$ cat config.mk
export PLATFORM = sky130hd
export DESIGN_NAME = bridge_cfg_space
export DESIGN_NICKNAME = d
export VERILOG_FILES = /design/src/rtl/brcfg_pkg.sv /design/src/rtl/brcfg_arb.sv /design/src/rtl/brcfg_decode.sv /design/src/rtl/brcfg_regs.sv /design/src/rtl/bridge_cfg_space.sv
export SDC_FILE = /design/constraint.sdc
export NUM_CORES = 1
export LEC_CHECK = 0
export CAP_MARGIN = 20
export CORE_ASPECT_RATIO = 0.75
export CORE_MARGIN = 3
export CORE_UTILIZATION = 55
export DETAILED_ROUTE_END_ITERATION = 8
export DONT_BUFFER_PORTS = 1
export PLACE_DENSITY = 0.74
export SETUP_SLACK_MARGIN = 0.3
export SYNTH_ARGS = -nofsm -noshare
export SYNTH_HDL_FRONTEND = slang
export SYNTH_HIERARCHICAL = 1
export SYNTH_SLANG_ARGS = --single-unit
$ cat constraint.sdc
create_clock -name clk -period 9.35 [get_ports clk]
set_input_delay 0.4675 -clock clk [delete_from_list [all_inputs] [get_ports clk]]
set_output_delay 0.4675 -clock clk [all_outputs]
set_load 0.1 [all_outputs]
$ cat src/rtl/brcfg_pkg.sv
package brcfg_pkg;
  localparam int CFG_AW = 10;
  localparam int CFG_DW = 32;
  localparam int CFG_BW = CFG_DW / 8;

  typedef logic [CFG_AW-1:0] dwaddr_t;
  typedef logic [CFG_DW-1:0] word_t;
  typedef logic [CFG_BW-1:0] be_t;

  // dword addresses; the header chain and window positions are fixed by the map
  localparam dwaddr_t A_ID      = 10'h000;
  localparam dwaddr_t A_SCRATCH = 10'h003;
  localparam dwaddr_t A_CAPPTR  = 10'h00D;
  localparam dwaddr_t A_PCIE    = 10'h010;
  localparam dwaddr_t A_SLOTCAP = 10'h015;
  localparam dwaddr_t A_SLOTCTL = 10'h016;
  localparam dwaddr_t A_WADDR   = 10'h03E;
  localparam dwaddr_t A_WDATA   = 10'h03F;
  localparam dwaddr_t A_EXT0    = 10'h040;
  localparam dwaddr_t A_EXT1    = 10'h050;
  localparam dwaddr_t A_EXT1R   = 10'h051;
  localparam dwaddr_t A_VND     = 10'h100;

  typedef enum logic [3:0] {
    SEL_NONE, SEL_ID, SEL_SCRATCH, SEL_CAPPTR, SEL_PCIE, SEL_SLOTCAP,
    SEL_SLOTCTL, SEL_WADDR, SEL_WDATA, SEL_EXT0, SEL_EXT1, SEL_EXT1R, SEL_VND
  } sel_e;

  function automatic word_t be_merge(word_t old_w, word_t new_w, be_t be);
    word_t r;
    r = old_w;
    for (int i = 0; i < CFG_BW; i++) begin
      if (be[i]) r[8*i +: 8] = new_w[8*i +: 8];
    end
    return r;
  endfunction
endpackage

$ cat src/rtl/brcfg_arb.sv
module brcfg_arb
  import brcfg_pkg::*;
(
  input  logic    pri_req,
  input  logic    pri_we,
  input  dwaddr_t pri_addr,
  input  be_t     pri_be,
  input  word_t   pri_wdata,
  input  logic    sb_req,
  input  logic    sb_we,
  input  dwaddr_t sb_addr,
  input  be_t     sb_be,
  input  word_t   sb_wdata,
  output logic    sb_rdy,
  output logic    acc_vld,
  output logic    acc_we,
  output logic    acc_sb,
  output dwaddr_t acc_addr,
  output be_t     acc_be,
  output word_t   acc_wdata
);
  // primary path has fixed priority; side-band waits while it is busy
  always_comb begin
    sb_rdy  = ~pri_req;
    acc_vld = pri_req | sb_req;
    acc_sb  = sb_req & ~pri_req;
    if (pri_req) begin
      acc_we    = pri_we;
      acc_addr  = pri_addr;
      acc_be    = pri_be;
      acc_wdata = pri_wdata;
    end else begin
      acc_we    = sb_we;
      acc_addr  = sb_addr;
      acc_be    = sb_be;
      acc_wdata = sb_wdata;
    end
  end
endmodule

$ cat src/rtl/brcfg_decode.sv
module brcfg_decode
  import brcfg_pkg::*;
#(
  parameter int VND_WORDS = 4,
  parameter int VIDX_W    = 2
) (
  input  dwaddr_t           addr,
  input  logic              via_sb,
  input  logic              fwd,
  input  logic              port_ds,
  output sel_e              sel,
  output logic [VIDX_W-1:0] vidx
);
  localparam dwaddr_t VND_LIM = dwaddr_t'(VND_WORDS);

  dwaddr_t voff;

  always_comb begin
    voff = addr - A_VND;
    vidx = voff[VIDX_W-1:0];
    sel  = SEL_NONE;
    case (addr)
      A_ID:      sel = SEL_ID;
      A_SCRATCH: sel = SEL_SCRATCH;
      A_CAPPTR:  sel = SEL_CAPPTR;
      A_PCIE:    sel = SEL_PCIE;
      A_SLOTCAP: if (port_ds || via_sb) sel = SEL_SLOTCAP;
      A_SLOTCTL: if (port_ds || via_sb) sel = SEL_SLOTCTL;
      A_WADDR:   if (!via_sb) sel = SEL_WADDR;
      A_WDATA:   if (!via_sb) sel = SEL_WDATA;
      A_EXT0:    sel = SEL_EXT0;
      A_EXT1:    sel = SEL_EXT1;
      A_EXT1R:   sel = SEL_EXT1R;
      default:   if (addr >= A_VND && voff < VND_LIM) sel = SEL_VND;
    endcase
    // forwarded window accesses reach only the extended and vendor regions
    if (fwd && addr < A_EXT0) sel = SEL_NONE;
  end
endmodule

$ cat src/rtl/brcfg_regs.sv
module brcfg_regs
  import brcfg_pkg::*;
#(
  parameter word_t       ID_VALUE     = 32'h0000_0000,
  parameter int          VND_WORDS    = 4,
  parameter int          VIDX_W       = 2,
  parameter logic [11:0] EXT0_DS_NEXT = 12'h140
) (
  input  logic              clk,
  input  logic              rst_n,
  input  logic              port_ds,
  input  logic              acc_vld,
  input  logic              acc_we,
  input  logic              acc_sb,
  input  be_t               acc_be,
  input  word_t             acc_wdata,
  input  sel_e              sel,
  input  logic [VIDX_W-1:0] vidx,
  output word_t             rdata,
  output dwaddr_t           win_dw
);
  logic        wr;
  word_t       merged;
  word_t       scratch_q, scratch_d, slotcap_q, slotcap_d, slotctl_q, slotctl_d;
  word_t       ext1r_q, ext1r_d;
  dwaddr_t     waddr_q, waddr_d;
  logic [7:0]  pnx_q, pnx_d;
  logic [11:0] e0nx_q, e0nx_d, e1nx_q, e1nx_d;
  logic        pprog_q, pprog_d, e0prog_q, e0prog_d, e1prog_q, e1prog_d;
  logic [7:0]  pnx_eff;
  logic [11:0] e0nx_eff, e1nx_eff;
  word_t       vnd_rd [VND_WORDS];

  assign wr     = acc_vld & acc_we;
  assign win_dw = waddr_q;

  // next pointers follow the mode-dependent default until programmed
  assign pnx_eff  = pprog_q  ? pnx_q  : 8'h00;
  assign e0nx_eff = e0prog_q ? e0nx_q : (port_ds ? EXT0_DS_NEXT : 12'h000);
  assign e1nx_eff = e1prog_q ? e1nx_q : 12'h000;

  always_comb begin
    case (sel)
      SEL_ID:      rdata = ID_VALUE;
      SEL_SCRATCH: rdata = scratch_q;
      SEL_CAPPTR:  rdata = 32'h0000_0040;
      SEL_PCIE:    rdata = {8'h00, (port_ds ? 4'h6 : 4'h5), 4'h2, pnx_eff, 8'h10};
      SEL_SLOTCAP: rdata = slotcap_q;
      SEL_SLOTCTL: rdata = slotctl_q;
      SEL_WADDR:   rdata = {20'h0, waddr_q, 2'b00};
      SEL_EXT0:    rdata = {e0nx_eff, 4'h1, 16'h0001};
      SEL_EXT1:    rdata = {e1nx_eff, 4'h1, 16'h000B};
      SEL_EXT1R:   rdata = ext1r_q;
      SEL_VND:     rdata = vnd_rd[vidx];
      default:     rdata = '0;
    endcase
  end

  assign merged = be_merge(rdata, acc_wdata, acc_be);

  always_comb begin
    scratch_d = scratch_q;
    slotcap_d = slotcap_q;
    slotctl_d = slotctl_q;
    ext1r_d   = ext1r_q;
    waddr_d   = waddr_q;
    pnx_d     = pnx_q;
    pprog_d   = pprog_q;
    e0nx_d    = e0nx_q;
    e0prog_d  = e0prog_q;
    e1nx_d    = e1nx_q;
    e1prog_d  = e1prog_q;
    case (sel)
      SEL_SCRATCH: scratch_d = merged;
      SEL_SLOTCAP: slotcap_d = merged;
      SEL_SLOTCTL: slotctl_d = merged;
      SEL_EXT1R:   ext1r_d   = merged;
      SEL_WADDR:   waddr_d   = merged[11:2];
      SEL_PCIE: if (acc_sb && acc_be[1]) begin
        pnx_d   = merged[15:8];
        pprog_d = 1'b1;
      end
      SEL_EXT0: if (acc_sb && (|acc_be[3:2])) begin
        e0nx_d   = merged[31:20];
        e0prog_d = 1'b1;
      end
      SEL_EXT1: if (acc_sb && (|acc_be[3:2])) begin
        e1nx_d   = merged[31:20];
        e1prog_d = 1'b1;
      end
      default: ;
    endcase
  end

  always_ff @(posedge clk or negedge rst_n) begin
    if (!rst_n) begin
      scratch_q <= '0;
      slotcap_q <= '0;
      slotctl_q <= '0;
      ext1r_q   <= '0;
      waddr_q   <= '0;
      pnx_q     <= '0;
      pprog_q   <= 1'b0;
      e0nx_q    <= '0;
      e0prog_q  <= 1'b0;
      e1nx_q    <= '0;
      e1prog_q  <= 1'b0;
    end else if (wr) begin
      scratch_q <= scratch_d;
      slotcap_q <= slotcap_d;
      slotctl_q <= slotctl_d;
      ext1r_q   <= ext1r_d;
      waddr_q   <= waddr_d;
      pnx_q     <= pnx_d;
      pprog_q   <= pprog_d;
      e0nx_q    <= e0nx_d;
      e0prog_q  <= e0prog_d;
      e1nx_q    <= e1nx_d;
      e1prog_q  <= e1prog_d;
    end
  end

  for (genvar gi = 0; gi < VND_WORDS; gi++) begin : g_vnd
    logic  en;
    word_t q;
    assign en = wr && (sel == SEL_VND) && (vidx == VIDX_W'(gi));
    always_ff @(posedge clk or negedge rst_n) begin
      if (!rst_n)  q <= '0;
      else if (en) q <= merged;
    end
    assign vnd_rd[gi] = q;
  end

  // no link field moves unless the side-band path writes that header
  p_pri_no_link_r11: assert property (@(posedge clk) disable iff (!rst_n)
    (acc_vld && !acc_sb) |=> ($stable(pnx_q) && $stable(e0nx_q) && $stable(e1nx_q)
                              && $stable(e0prog_q)));
  p_e0_hold_r11: assert property (@(posedge clk) disable iff (!rst_n)
    !(wr && acc_sb && sel == SEL_EXT0) |=> ($stable(e0nx_q) && $stable(e0prog_q)));
endmodule

$ cat src/rtl/bridge_cfg_space.sv
module bridge_cfg_space
  import brcfg_pkg::*;
#(
  parameter logic [31:0] ID_VALUE     = 32'h1D7A_8086,
  parameter int          VND_WORDS    = 4,
  parameter logic [11:0] EXT0_DS_NEXT = 12'h140
) (
  input  logic        clk,
  input  logic        rst_n,
  input  logic        port_ds,
  input  logic        pri_req,
  input  logic        pri_we,
  input  logic [9:0]  pri_addr,
  input  logic [3:0]  pri_be,
  input  logic [31:0] pri_wdata,
  input  logic        sb_req,
  input  logic        sb_we,
  input  logic [9:0]  sb_addr,
  input  logic [3:0]  sb_be,
  input  logic [31:0] sb_wdata,
  output logic        sb_rdy,
  output logic        rsp_vld,
  output logic        rsp_sb,
  output logic [31:0] rsp_data
);
  localparam int VIDX_W = (VND_WORDS > 1) ? $clog2(VND_WORDS) : 1;

  logic              rst_m_q, rst_s_n;
  logic              acc_vld, acc_we, acc_sb;
  dwaddr_t           acc_addr, win_dw;
  be_t               acc_be;
  word_t             acc_wdata, rdata;
  sel_e              req_sel, fwd_sel, eff_sel;
  logic [VIDX_W-1:0] req_vidx, fwd_vidx, eff_vidx;
  logic              rsp_vld_d, rsp_en;

  // reset asserted asynchronously, released on the clock
  always_ff @(posedge clk or negedge rst_n) begin
    if (!rst_n) begin
      rst_m_q <= 1'b0;
      rst_s_n <= 1'b0;
    end else begin
      rst_m_q <= 1'b1;
      rst_s_n <= rst_m_q;
    end
  end

  brcfg_arb u_arb (
    .pri_req(pri_req), .pri_we(pri_we), .pri_addr(pri_addr), .pri_be(pri_be),
    .pri_wdata(pri_wdata), .sb_req(sb_req), .sb_we(sb_we), .sb_addr(sb_addr),
    .sb_be(sb_be), .sb_wdata(sb_wdata), .sb_rdy(sb_rdy), .acc_vld(acc_vld),
    .acc_we(acc_we), .acc_sb(acc_sb), .acc_addr(acc_addr), .acc_be(acc_be),
    .acc_wdata(acc_wdata)
  );

  brcfg_decode #(.VND_WORDS(VND_WORDS), .VIDX_W(VIDX_W)) u_dec_req (
    .addr(acc_addr), .via_sb(acc_sb), .fwd(1'b0), .port_ds(port_ds),
    .sel(req_sel), .vidx(req_vidx)
  );

  brcfg_decode #(.VND_WORDS(VND_WORDS), .VIDX_W(VIDX_W)) u_dec_win (
    .addr(win_dw), .via_sb(1'b0), .fwd(1'b1), .port_ds(port_ds),
    .sel(fwd_sel), .vidx(fwd_vidx)
  );

  always_comb begin
    if (!acc_vld) begin
      eff_sel  = SEL_NONE;
      eff_vidx = req_vidx;
    end else if (req_sel == SEL_WDATA) begin
      eff_sel  = fwd_sel;
      eff_vidx = fwd_vidx;
    end else begin
      eff_sel  = req_sel;
      eff_vidx = req_vidx;
    end
  end

  brcfg_regs #(
    .ID_VALUE(ID_VALUE), .VND_WORDS(VND_WORDS), .VIDX_W(VIDX_W),
    .EXT0_DS_NEXT(EXT0_DS_NEXT)
  ) u_regs (
    .clk(clk), .rst_n(rst_s_n), .port_ds(port_ds), .acc_vld(acc_vld),
    .acc_we(acc_we), .acc_sb(acc_sb), .acc_be(acc_be), .acc_wdata(acc_wdata),
    .sel(eff_sel), .vidx(eff_vidx), .rdata(rdata), .win_dw(win_dw)
  );

  assign rsp_vld_d = acc_vld & ~acc_we;
  assign rsp_en    = rsp_vld_d;

  always_ff @(posedge clk or negedge rst_s_n) begin
    if (!rst_s_n) rsp_vld <= 1'b0;
    else          rsp_vld <= rsp_vld_d;
  end

  always_ff @(posedge clk or negedge rst_s_n) begin
    if (!rst_s_n) begin
      rsp_data <= '0;
      rsp_sb   <= 1'b0;
    end else if (rsp_en) begin
      rsp_data <= rdata;
      rsp_sb   <= acc_sb;
    end
  end

  p_rsp_next_r1: assert property (@(posedge clk) disable iff (!rst_s_n)
    (acc_vld && !acc_we) |=> rsp_vld);
  p_no_rsp_r1: assert property (@(posedge clk) disable iff (!rst_s_n)
    !(acc_vld && !acc_we) |=> !rsp_vld);
  p_reserved_zero_r2: assert property (@(posedge clk) disable iff (!rst_s_n)
    (acc_vld && !acc_we && eff_sel == SEL_NONE) |=> (rsp_data == 32'h0));
  p_us_slot_hidden_r5: assert property (@(posedge clk) disable iff (!rst_s_n)
    (acc_vld && !acc_sb && !port_ds && (acc_addr == A_SLOTCAP || acc_addr == A_SLOTCTL))
      |-> (req_sel == SEL_NONE));
  p_sb_no_window_r8: assert property (@(posedge clk) disable iff (!rst_s_n)
    (acc_vld && acc_sb) |-> (req_sel != SEL_WADDR && req_sel != SEL_WDATA));
  p_pri_wins_r12: assert property (@(posedge clk) disable iff (!rst_s_n)
    pri_req |-> (!sb_rdy && !acc_sb));
  p_sb_taken_r12: assert property (@(posedge clk) disable iff (!rst_s_n)
    (sb_req && sb_rdy) |-> (acc_vld && acc_sb));
endmodule

## Word-level counts from Yosys, hierarchy flattened

Index checks and enable logic that the tools add are counted.

- $lt $le $gt $ge: 6
- Div/mod/pow operators: 0
- $add $sub $neg: 2
- Multiply operators: 0
- Bitwise operators: 7
- Shifts and indexed selects: 0
- Muxes and demuxes: 32
- Equality and inequality tests: 35
- Reductions and logical operators: 22

Operators with widths:

| kind | count |
|---|---|
| $pmux W32 S11 | 1 |
| $mux W32 | 3 |
| $pmux W4 S11 | 2 |
| $bmux W32 S2 | 1 |
| $eq A10 B5 Y1 const B | 6 |
| $eq A10 B7 Y1 const B | 6 |
| $eq A10 B6 Y1 const B | 4 |
| $mux W8 | 5 |
| $mux W4 | 7 |
| $mux W12 | 2 |
| $eq A10 B2 Y1 const B | 2 |
| $eq A10 B4 Y1 const B | 2 |
| $eq A4 B4 Y1 const B | 5 |
| $ge A10 B9 Y1 const B | 2 |
| $logic_not A10 Y1 | 2 |
| $lt A10 B3 Y1 const B | 2 |
| $sub A10 B9 Y10 const B | 2 |
| $eq A4 B3 Y1 const B | 4 |
| $mux W3 | 5 |
| $lt A10 B7 Y1 const B | 1 |
| $mux W10 | 1 |
| $reduce_and A2 Y1 | 5 |
| $logic_and A1 B1 Y1 | 9 |
| $mux W9 | 1 |
| 15 further kinds | 24 |

- Output and inout bits: 35
- Bits in latches: 0
- Memory bits (writable): 0
- Input bits: 99
- Memories: 0
- Bits in registers: 337
- Logic and storage cells: 124
- Bits in read-only memories: 0

## Depth between registers and ports, before layout

Gate-level depths: netlist of run 1.

- Depth in word-level cells: 15
- Gate-level depth with buffers: 21
- Depth with buffers taken out: 14

## By module

Netlist of run 1, hierarchy kept.

By module, submodules not included:

| module | cells each | instances | sequential area each (sq um) | area each (sq um) |
|---|---|---|---|---|
| brcfg_regs | 1334 | 1 | 7532.2 | 14163.6 |
| bridge_cfg_space | 85 | 1 | 900.9 | 1572.8 |
| brcfg_arb | 56 | 1 | 0.0 | 828.3 |
| brcfg_decode | 56 | 2 | 0.0 | 394.1 |

## Worst setup path before layout of run 1

Ideal clock, no wire load.

- Path kind: input-to-reg
- Start point: input pri_req
- End point: register rsp_data[23]
- Arrival: 4.329 ns
- Required time: 9.224 ns
- Slack: 4.895 ns
- Library setup time: 0.126 ns
- Buffers on the path: 4
- Stages on the path: 17
- Path through: buf_6 buf_8 mux2_4 buf_2 nor4_1 nand4_1 o31ai_2 nor3_1 a2bb2oi_1 nor4_4 mux2_2 buf_6 mux4_1 and2_0 a221o_1 or2_2 mux2_4

- Longest elaborated chain between the ends: 14
- Elaborated cells between the ends (all ways): 50

RTL lines:

| element | RTL line | RTL |
|---|---|---|
| start: declaration | bridge_cfg_space.sv:11 | `input logic pri_req,` |
| $mux W10 (*) | brcfg_arb.sv:27 | `if (pri_req) begin` |
| via acc_addr[4] | bridge_cfg_space.sv:30 | `dwaddr_t acc_addr, win_dw;` |
| $sub A10 B9 Y10 | brcfg_decode.sv:19 | `voff = addr - A_VND;` |
| $lt A10 B3 Y1 | brcfg_decode.sv:34 | `default: if (addr >= A_VND && voff < VND_LIM) sel = SEL_VND;` |
| $logic_and A1 B1 Y1 | brcfg_decode.sv:34 |  |
| $mux W4 | brcfg_decode.sv:34 |  |
| $pmux W4 S11 (*) | brcfg_decode.sv:22 | `case (addr)` |
| via req_sel[2] | bridge_cfg_space.sv:33 | `sel_e req_sel, fwd_sel, eff_sel;` |
| $eq A4 B4 Y1 (*) | bridge_cfg_space.sv:70 | `end else if (req_sel == SEL_WDATA) begin` |
| $mux W2 (*) | bridge_cfg_space.sv:70 |  |
| $mux W2 (*) | bridge_cfg_space.sv:67 | `if (!acc_vld) begin` |
| via eff_vidx[0] | bridge_cfg_space.sv:34 | `logic [VIDX_W-1:0] req_vidx, fwd_vidx, eff_vidx;` |
| $not A2 Y3 (implied by the code) (*) | brcfg_regs.sv:54 | `SEL_VND: rdata = vnd_rd[vidx];` |
| $bmux W32 S2 (*) | brcfg_regs.sv:54 |  |
| $mux W32 (implied by the code) (*) (2 in a row) | brcfg_regs.sv:54 |  |
| $pmux W32 S11 (*) | brcfg_regs.sv:43 | `case (sel)` |
| via rdata[23] | bridge_cfg_space.sv:32 | `word_t acc_wdata, rdata;` |
| end signal: assignment | bridge_cfg_space.sv:101 | `rsp_data <= rdata;` |
| end: declaration | bridge_cfg_space.sv:24 | `output logic [31:0] rsp_data` |

The timed path passes the listed nets; every way through them passes the cells marked *. The select of a mux whose other input is x is not followed.
A chain may end at the register's enable or synchronous reset.

## Final worst setup path of run 1

- Start point: input pri_req
- End point: register u_regs.g_vnd[1].q[28]

- Elaborated cells between the ends (all ways): 55

RTL lines:

| element | RTL line | RTL |
|---|---|---|
| $mux W10 | brcfg_arb.sv:27 |  |
| $sub A10 B9 Y10 | brcfg_decode.sv:19 |  |
| $lt A10 B3 Y1 | brcfg_decode.sv:34 |  |
| $logic_and A1 B1 Y1 | brcfg_decode.sv:34 |  |
| $mux W4 | brcfg_decode.sv:34 |  |
| $pmux W4 S11 (*) | brcfg_decode.sv:22 |  |
| via req_sel[2] | bridge_cfg_space.sv:33 |  |
| $eq A4 B4 Y1 (*) | bridge_cfg_space.sv:70 |  |
| $mux W4 (*) | bridge_cfg_space.sv:70 |  |
| $mux W4 (*) | bridge_cfg_space.sv:67 |  |
| via eff_sel[0] | bridge_cfg_space.sv:33 |  |
| $eq A4 B4 Y1 (tied with other cells) | brcfg_regs.sv:43 |  |
| $pmux W32 S11 (*) | brcfg_regs.sv:43 |  |
| via rdata[28] | bridge_cfg_space.sv:32 |  |
| $mux W8 (*) | brcfg_pkg.sv:33 | `if (be[i]) r[8*i +: 8] = new_w[8*i +: 8];` |
| end signal: assignment | brcfg_regs.sv:129 | `else if (en) q <= merged;` |
| end: declaration | brcfg_regs.sv:125 | `word_t q;` |

Marks and branches as above.

==> impl_metrics.tcl, run 1 <==
set metrics [dict create \
    h-tree-depth 2 \
    placed_cell_area_mm2 0.0173 \
    hold_viol 0 \
    die_y_um 160 \
    clock_sinks 337 \
    syn_inst 1587 \
    grt_max_degree 82 \
    worstSetupStartpointType "input pin" \
    vias 12700 \
    outcome "finished, final reports clean" \
    detail_route.wirelength_um 46700 \
    coreArea_mm2 0.0306 \
    num-nets-final 1628 \
    whs_ns 0.192 \
    routed_via_density 6.48 \
    reg2regPathDepth 11 \
    synth_area_mm2 0.0174 \
    hold_class "input pin to async pin" \
    grt_use_total_pct 27.5 \
    clockBufferDepth 3 \
    postRouteAntennaNets 0 \
    async_reset_ff_share_pct 100 \
    clock_latency_ns 0.51 \
    yosys.area.top_type "dfrtp_1" \
    grt_overflow 0 \
    die_w_um 211 \
    seq_area_frac_synth_pct 48.6 \
    rows 55 \
    p_per_area_mw_per_mm2 169 \
    power_mw 3.14 \
    path_class "input pin to flip-flop" \
    root_buffer "clkbuf_16" \
    rsz0062_at_grt "no" \
    dp_slack_ns 3.98 \
    slew_viol_final 0 \
    cp.required_ns 9.70 \
    grt_pass1_wl_um 72900 \
    yosysMostFrequentCell "dfrtp_1" \
    fin_cells 1953 \
    ios 134 \
    numCtsBuffers 35 \
    netlist_top_cells_area "dfrtp_1 49%, o21ai_0 7.9%, nand2_1 6.7%, mux2_4 6.6%, mux2_2 3.4%" \
    synth-main-ff-cell "dfrtp_1" \
    final_util_pct 60.6 \
    ys_types 87 \
    drtPass1Iterations 5 \
    synth_area_per_cell_um2 10.9 \
    max_slew.worst_pin.slew_ns 1.12 \
    drt-initial-drc-count 1410 \
    synth-edff-count 0 \
    regArea_mm2 0.00844 \
    yosys-top-cells-count "337 x dfrtp_1, 310 x nand2_1, 275 x o21ai_0" \
    start_util_pct 56.7 \
    post_cts_buffers 0 \
    cts.clk_slew.worst_paths_ns 0.06 \
    synth_top_area_share_pct 48.6 \
    cp_data_arrival_time_ns 5.28 \
    setup_tns_ns 0 \
    path_max_fanout 50 \
    ir_drop_v 0.000110 \
    antennaDiodeCount 0 \
    maxCapViolations 0 \
    dp.cells 1887 \
    die_area_mm2 0.0337 \
    final_cell_area_mm2 0.0186 \
    grt_pass1_vias 12400 \
    fin_crit_ns 4.93 \
    nFillCells 2381 \
    multiInputGateArea_mm2 0.00816 \
    fin_skew_ns 0.0133 \
    gp_congestion 0.885 \
    yosys_warnings 6 \
    drc 0 \
    fin_crit_sh_pct 52.8 \
    grt_antenna_before_repair 1 \
    max_freq_mhz 203 \
    post_drt_wl_per_cell_um 23.9 \
    fin_ws_ns 4.42 \
    setup-violations-final 0 \
    max_slew_margin_pct 24.8 \
    drive_above_1_share_pct 20.3 \
    leakage_nw 8.22 \
    endpoint_kind "flip-flop" \
    syn_to_final_growth_pct 7.02 \
    numPortBuffers 0 \
    post-dp-hpwl_um 29800 \
    ys_ff_latch 337 \
    cts_tree "done" \
]
worst paths after layout:
path                                              startpoint  slack [ns]                           endpoint
worst max-delay path                                 pri_req        4.42  u_regs/g_vnd[1].q[28]$_DFFE_PN0P_
worst min-delay path                                   rst_n        0.19                  rst_s_n$_DFF_PN0_
worst max register to register  u_regs/win_dw[4]$_DFFE_PN0P_        4.71   u_regs/scratch_q[20]$_DFFE_PN0P_
worst min register to register             rst_m_q$_DFF_PN0_        0.35                  rst_s_n$_DFF_PN0_
max in group asynchronous                  rst_s_n$_DFF_PN0_        6.84   u_regs/slotctl_q[27]$_DFFE_PN0P_
min in group clk                                pri_wdata[9]        0.25        u_regs/pnx_q[1]$_DFFE_PN0P_
state kept, by name, indices dropped and copies added, names as in the netlist, 8 cells and up:
name              flops
u_regs/pnx_q          8
u_regs/e0nx_q        12
u_regs/g_vnd.q      128
rsp_data             32
u_regs/scratch_q     32
u_regs/win_dw        10
u_regs/slotctl_q     32
u_regs/e1nx_q        12
u_regs/ext1r_q       32
u_regs/slotcap_q     32
layout make-up:
cell class,count,area share (%)
Sequential cell,337,45.4
Multi-Input combinational cell,1117,43.9
Clock buffer,51,5.81
Tap cell,399,2.69
Timing Repair Buffer,28,1.36
Clock inverter,11,0.579
Inverter,10,0.202
layer usage:
metal	up-vias	global-route usage [%]	wire length, um
met1	6243	40.8	19900
li1	5610	-	-
met5	-	0	11
met2	710	40.2	20400
met3	98	6.17	5020
met4	2	9.07	1370
placed cells by master, fill, tap and decap left out, types with 9 or more instances in the layout:
master,count
a32oi_1,16
mux2_4,76
mux2i_4,10
nand4_1,14
mux4_2,25
dfrtp_1,336
clkbuf_16,37
o21ai_0,275
mux2_2,53
and3_1,10
nand2_1,307
o21ai_1,10
nor2_1,25
buf_4,24
or2_2,10
nand2b_1,15
clkbuf_8,10
a22oi_1,25
a21oi_1,9
nand3_1,23
critical path: stages:
cell and delay, ns:
mux2_4 0.32, nor4_4 0.40, o211ai_1 0.18, a31oi_1 0.22, nor3_1 0.07, a2bb2oi_1 0.20, nor4_4 0.41, a22o_2 0.51
buf_4 0.49, and4bb_2 0.30, buf_4 0.30, a32oi_1 0.29, nand4_1 0.23, mux2i_2 0.60, o21ai_0 0.24
cells by family after synthesis:
| kind of cell | Yosys count | share of synthesized area [%] |
|---|---|---|
| AOI/OAI and AO/OA | 428 | 15.9 |
| other | 2 | 0.0433 |
| and+or+nand+nor | 499 | 14.4 |
| buffers and inverters | 138 | 4.63 |
| DFF | 337 | 48.6 |
| xor gates and xnor gates | 3 | 0.151 |
| muxes | 180 | 16.3 |
repair_timing:
action,CTS,global route
gates resized for setup,0,0
endpoints found under the hold margin,2,0
hold buffers,1,0
power by group:
part | total, mW | leakage (nW) | internal (mW) | switching, mW
combinational | 0.220 | 2.93 | 0.0821 | 0.138
clock | 1.42 | 0.592 | 0.855 | 0.563
sequential | 1.50 | 4.70 | 1.47 | 0.0340
Note: power is estimated with default switching activity, not from simulation.
==> run 2: changes to the inputs <==
Settings changed: PLACE_DENSITY 0.74 to 0.71.
Clock period 9.35 ns to 4.6 ns, I/O delays scaled along.
==> run 2 against run 1 <==
Against the previous run:
- sequential share of layout area decreased by 1.0 points
- hold slack worse by 0.18 ns
- worst setup slack worse by 3.9 ns
- power increased by 100%
- wire length rose by 1.2%
- global-route usage is 0.54 points higher
- sequential power grew 100%
- clock power is 97% higher
- critical endpoint is now u_regs/e0nx_q[6]$_DFFE_PN0P_
==> impl_metrics.tcl, run 2 (synthesis results as in run 1) <==
set metrics [dict create \
    p_switching_mw 1.51 \
    h-tree-depth 2 \
    numCtsBuffers 35 \
    grt_antenna_before_repair 1 \
    setup_tns_ns 0 \
    clockBufferDepth 3 \
    post-dp-hpwl_um 31700 \
    p_per_area_mw_per_mm2 333 \
    worstSetupStartpointType "flip-flop" \
    grt_pass1_vias 12500 \
    grt_pass1_wl_um 73400 \
    ios 134 \
    gp_congestion 0.865 \
    grt_use_total_pct 28.0 \
    largest_register_ffs 128 \
    pwr-share-seq_pct 48.3 \
    max_slew_margin_pct 30.7 \
    max_freq_mhz 248 \
    drtPass1Iterations 7 \
    outcome "finished, final reports clean" \
    dp.cells 1938 \
    fin_crit_sh_pct 87.8 \
    slew_viol_final 0 \
    post_drt_wl_per_cell_um 23.6 \
    cts_tree "done" \
    coreArea_mm2 0.0306 \
    fin_ws_ns 0.561 \
    power_mw 6.32 \
    die_w_um 211 \
    switching_share_pct 23.9 \
    die_area_mm2 0.0337 \
    fin_skew_ns 0.0155 \
    syn_to_final_growth_pct 9.55 \
    leakage_nw 8.48 \
    hold_depth 2 \
    pwr-share-comb_pct 7.5 \
    p_int_mw 4.81 \
    postRouteAntennaNets 0 \
    clock_latency_ns 0.53 \
    rows 55 \
    multiInputGateArea_mm2 0.00816 \
    die_y_um 160 \
    path_max_fanout 27 \
    num-nets-final 1683 \
    path_class "flip-flop to flip-flop" \
    setup-violations-final 0 \
    fin_cells 2004 \
    regArea_mm2 0.00844 \
    cp_data_arrival_time_ns 4.47 \
    grt_max_degree 120 \
    pwr-share-clk_pct 44.3 \
    antennaDiodeCount 0 \
    start_util_pct 56.7 \
    largest-register "u_regs/g_vnd.q" \
    fin_crit_ns 4.04 \
    clock_sinks 337 \
    cts.clk_slew.worst_paths_ns 0.06 \
    reg2regPathDepth 12 \
    max_slew.worst_pin.slew_ns 1.04 \
    dp_slack_ns 0.101 \
    maxCapViolations 0 \
    vias 12700 \
    numPortBuffers 0 \
    drive_above_1_share_pct 22.3 \
    nFillCells 2373 \
    grt_overflow 0 \
    hold_viol 0 \
    routed_via_density 6.34 \
    detail_route.wirelength_um 47200 \
    ir_drop_v 0.000240 \
    drc 0 \
    hold_class "input pin to flip-flop" \
    layout_common_cells "336 x dfrtp_1, 307 x nand2_1, 275 x o21ai_0" \
    rsz0062_at_grt "no" \
    cp.required_ns 5.03 \
    root_buffer "clkbuf_16" \
    final_common_cell "dfrtp_1" \
    drt-initial-drc-count 1234 \
    endpoint_kind "flip-flop" \
]
run 2: area by class of cell:
class,instances,share of cell area (%)
flip-flops and latches,337,44.4
clock buffers,48,5.28
well taps,399,2.63
inverters,10,0.197
repair buffers,83,4.04
clock inverters,10,0.566
multi-input cells,1117,42.9
run 2: power by group through the flow:
stage | Sequential (mW) | Combinational, mW | Clock [mW]
floorplan | 3.13 | 0.340 | 0
global placement | 3.11 | 0.460 | 0
detailed placement | 3.11 | 0.463 | 0
CTS | 3.05 | 0.472 | 2.84
global route | 3.06 | 0.507 | 2.97
finish | 3.05 | 0.471 | 2.80
run 2: worst max-delay path: stages (launching register included):
cell,delay (ns)
dfrtp_1,0.46
nor4_4,0.46
o211ai_1,0.20
a31oi_1,0.30
nor3_1,0.09
a2bb2oi_1,0.16
a22o_2,0.32
buf_12,0.20
nor4bb_4,0.30
and2_1,0.52
a22oi_1,0.27
a41o_1,0.41
o21ai_0,0.26
run 2: repair_timing:
item / CTS / global route
setup buffers: 0 / 0
gates resized for setup: 0 / 0
hold endpoints to repair: 5 / 0
hold buffers: 8 / 0
run 2: path summary, 6_finish.rpt:
kind	start	end	slack, ns
setup / recovery	u_regs/win_dw[8]$_DFFE_PN0P_	u_regs/e0nx_q[6]$_DFFE_PN0P_	0.56
hold / removal	pri_wdata[11]	u_regs/pnx_q[3]$_DFFE_PN0P_	0.01
setup reg to reg	u_regs/win_dw[8]$_DFFE_PN0P_	u_regs/e0nx_q[6]$_DFFE_PN0P_	0.56
hold reg to reg	rst_m_q$_DFF_PN0_	rst_s_n$_DFF_PN0_	0.35
max in group asynchronous	rst_s_n$_DFF_PN0_	rsp_data[2]$_DFFE_PN0P_	3.08
min in group asynchronous	rst_s_n$_DFF_PN0_	u_regs/g_vnd[0].q[12]$_DFFE_PN0P_	0.39
run 2: metal layers:
metal / GRT usage (%) / wire length [um] / vias to the layer above
li1: - / - / 5718
met1: 40.2 / 20700 / 6361
met3: 7.27 / 4290 / 92
met5: 0 / 13 / -
met4: 9.01 / 1280 / 2
met2: 42.0 / 20900 / 524
run 2: metrics by stage:
| stage | util (%) | area (um^2) | hold WS, ns |
|---|---|---|---|
| floorplan | - | 17400 | -0.0656 |
| global placement | 58.2 | 17800 | -0.0655 |
| detailed placement | 58.2 | 17800 | -0.0655 |
| CTS | 62.1 | 19000 | 0.000367 |
| global route | 62.1 | 19000 | 0.0105 |
| finish | 62.1 | 19000 | 0.0142 |
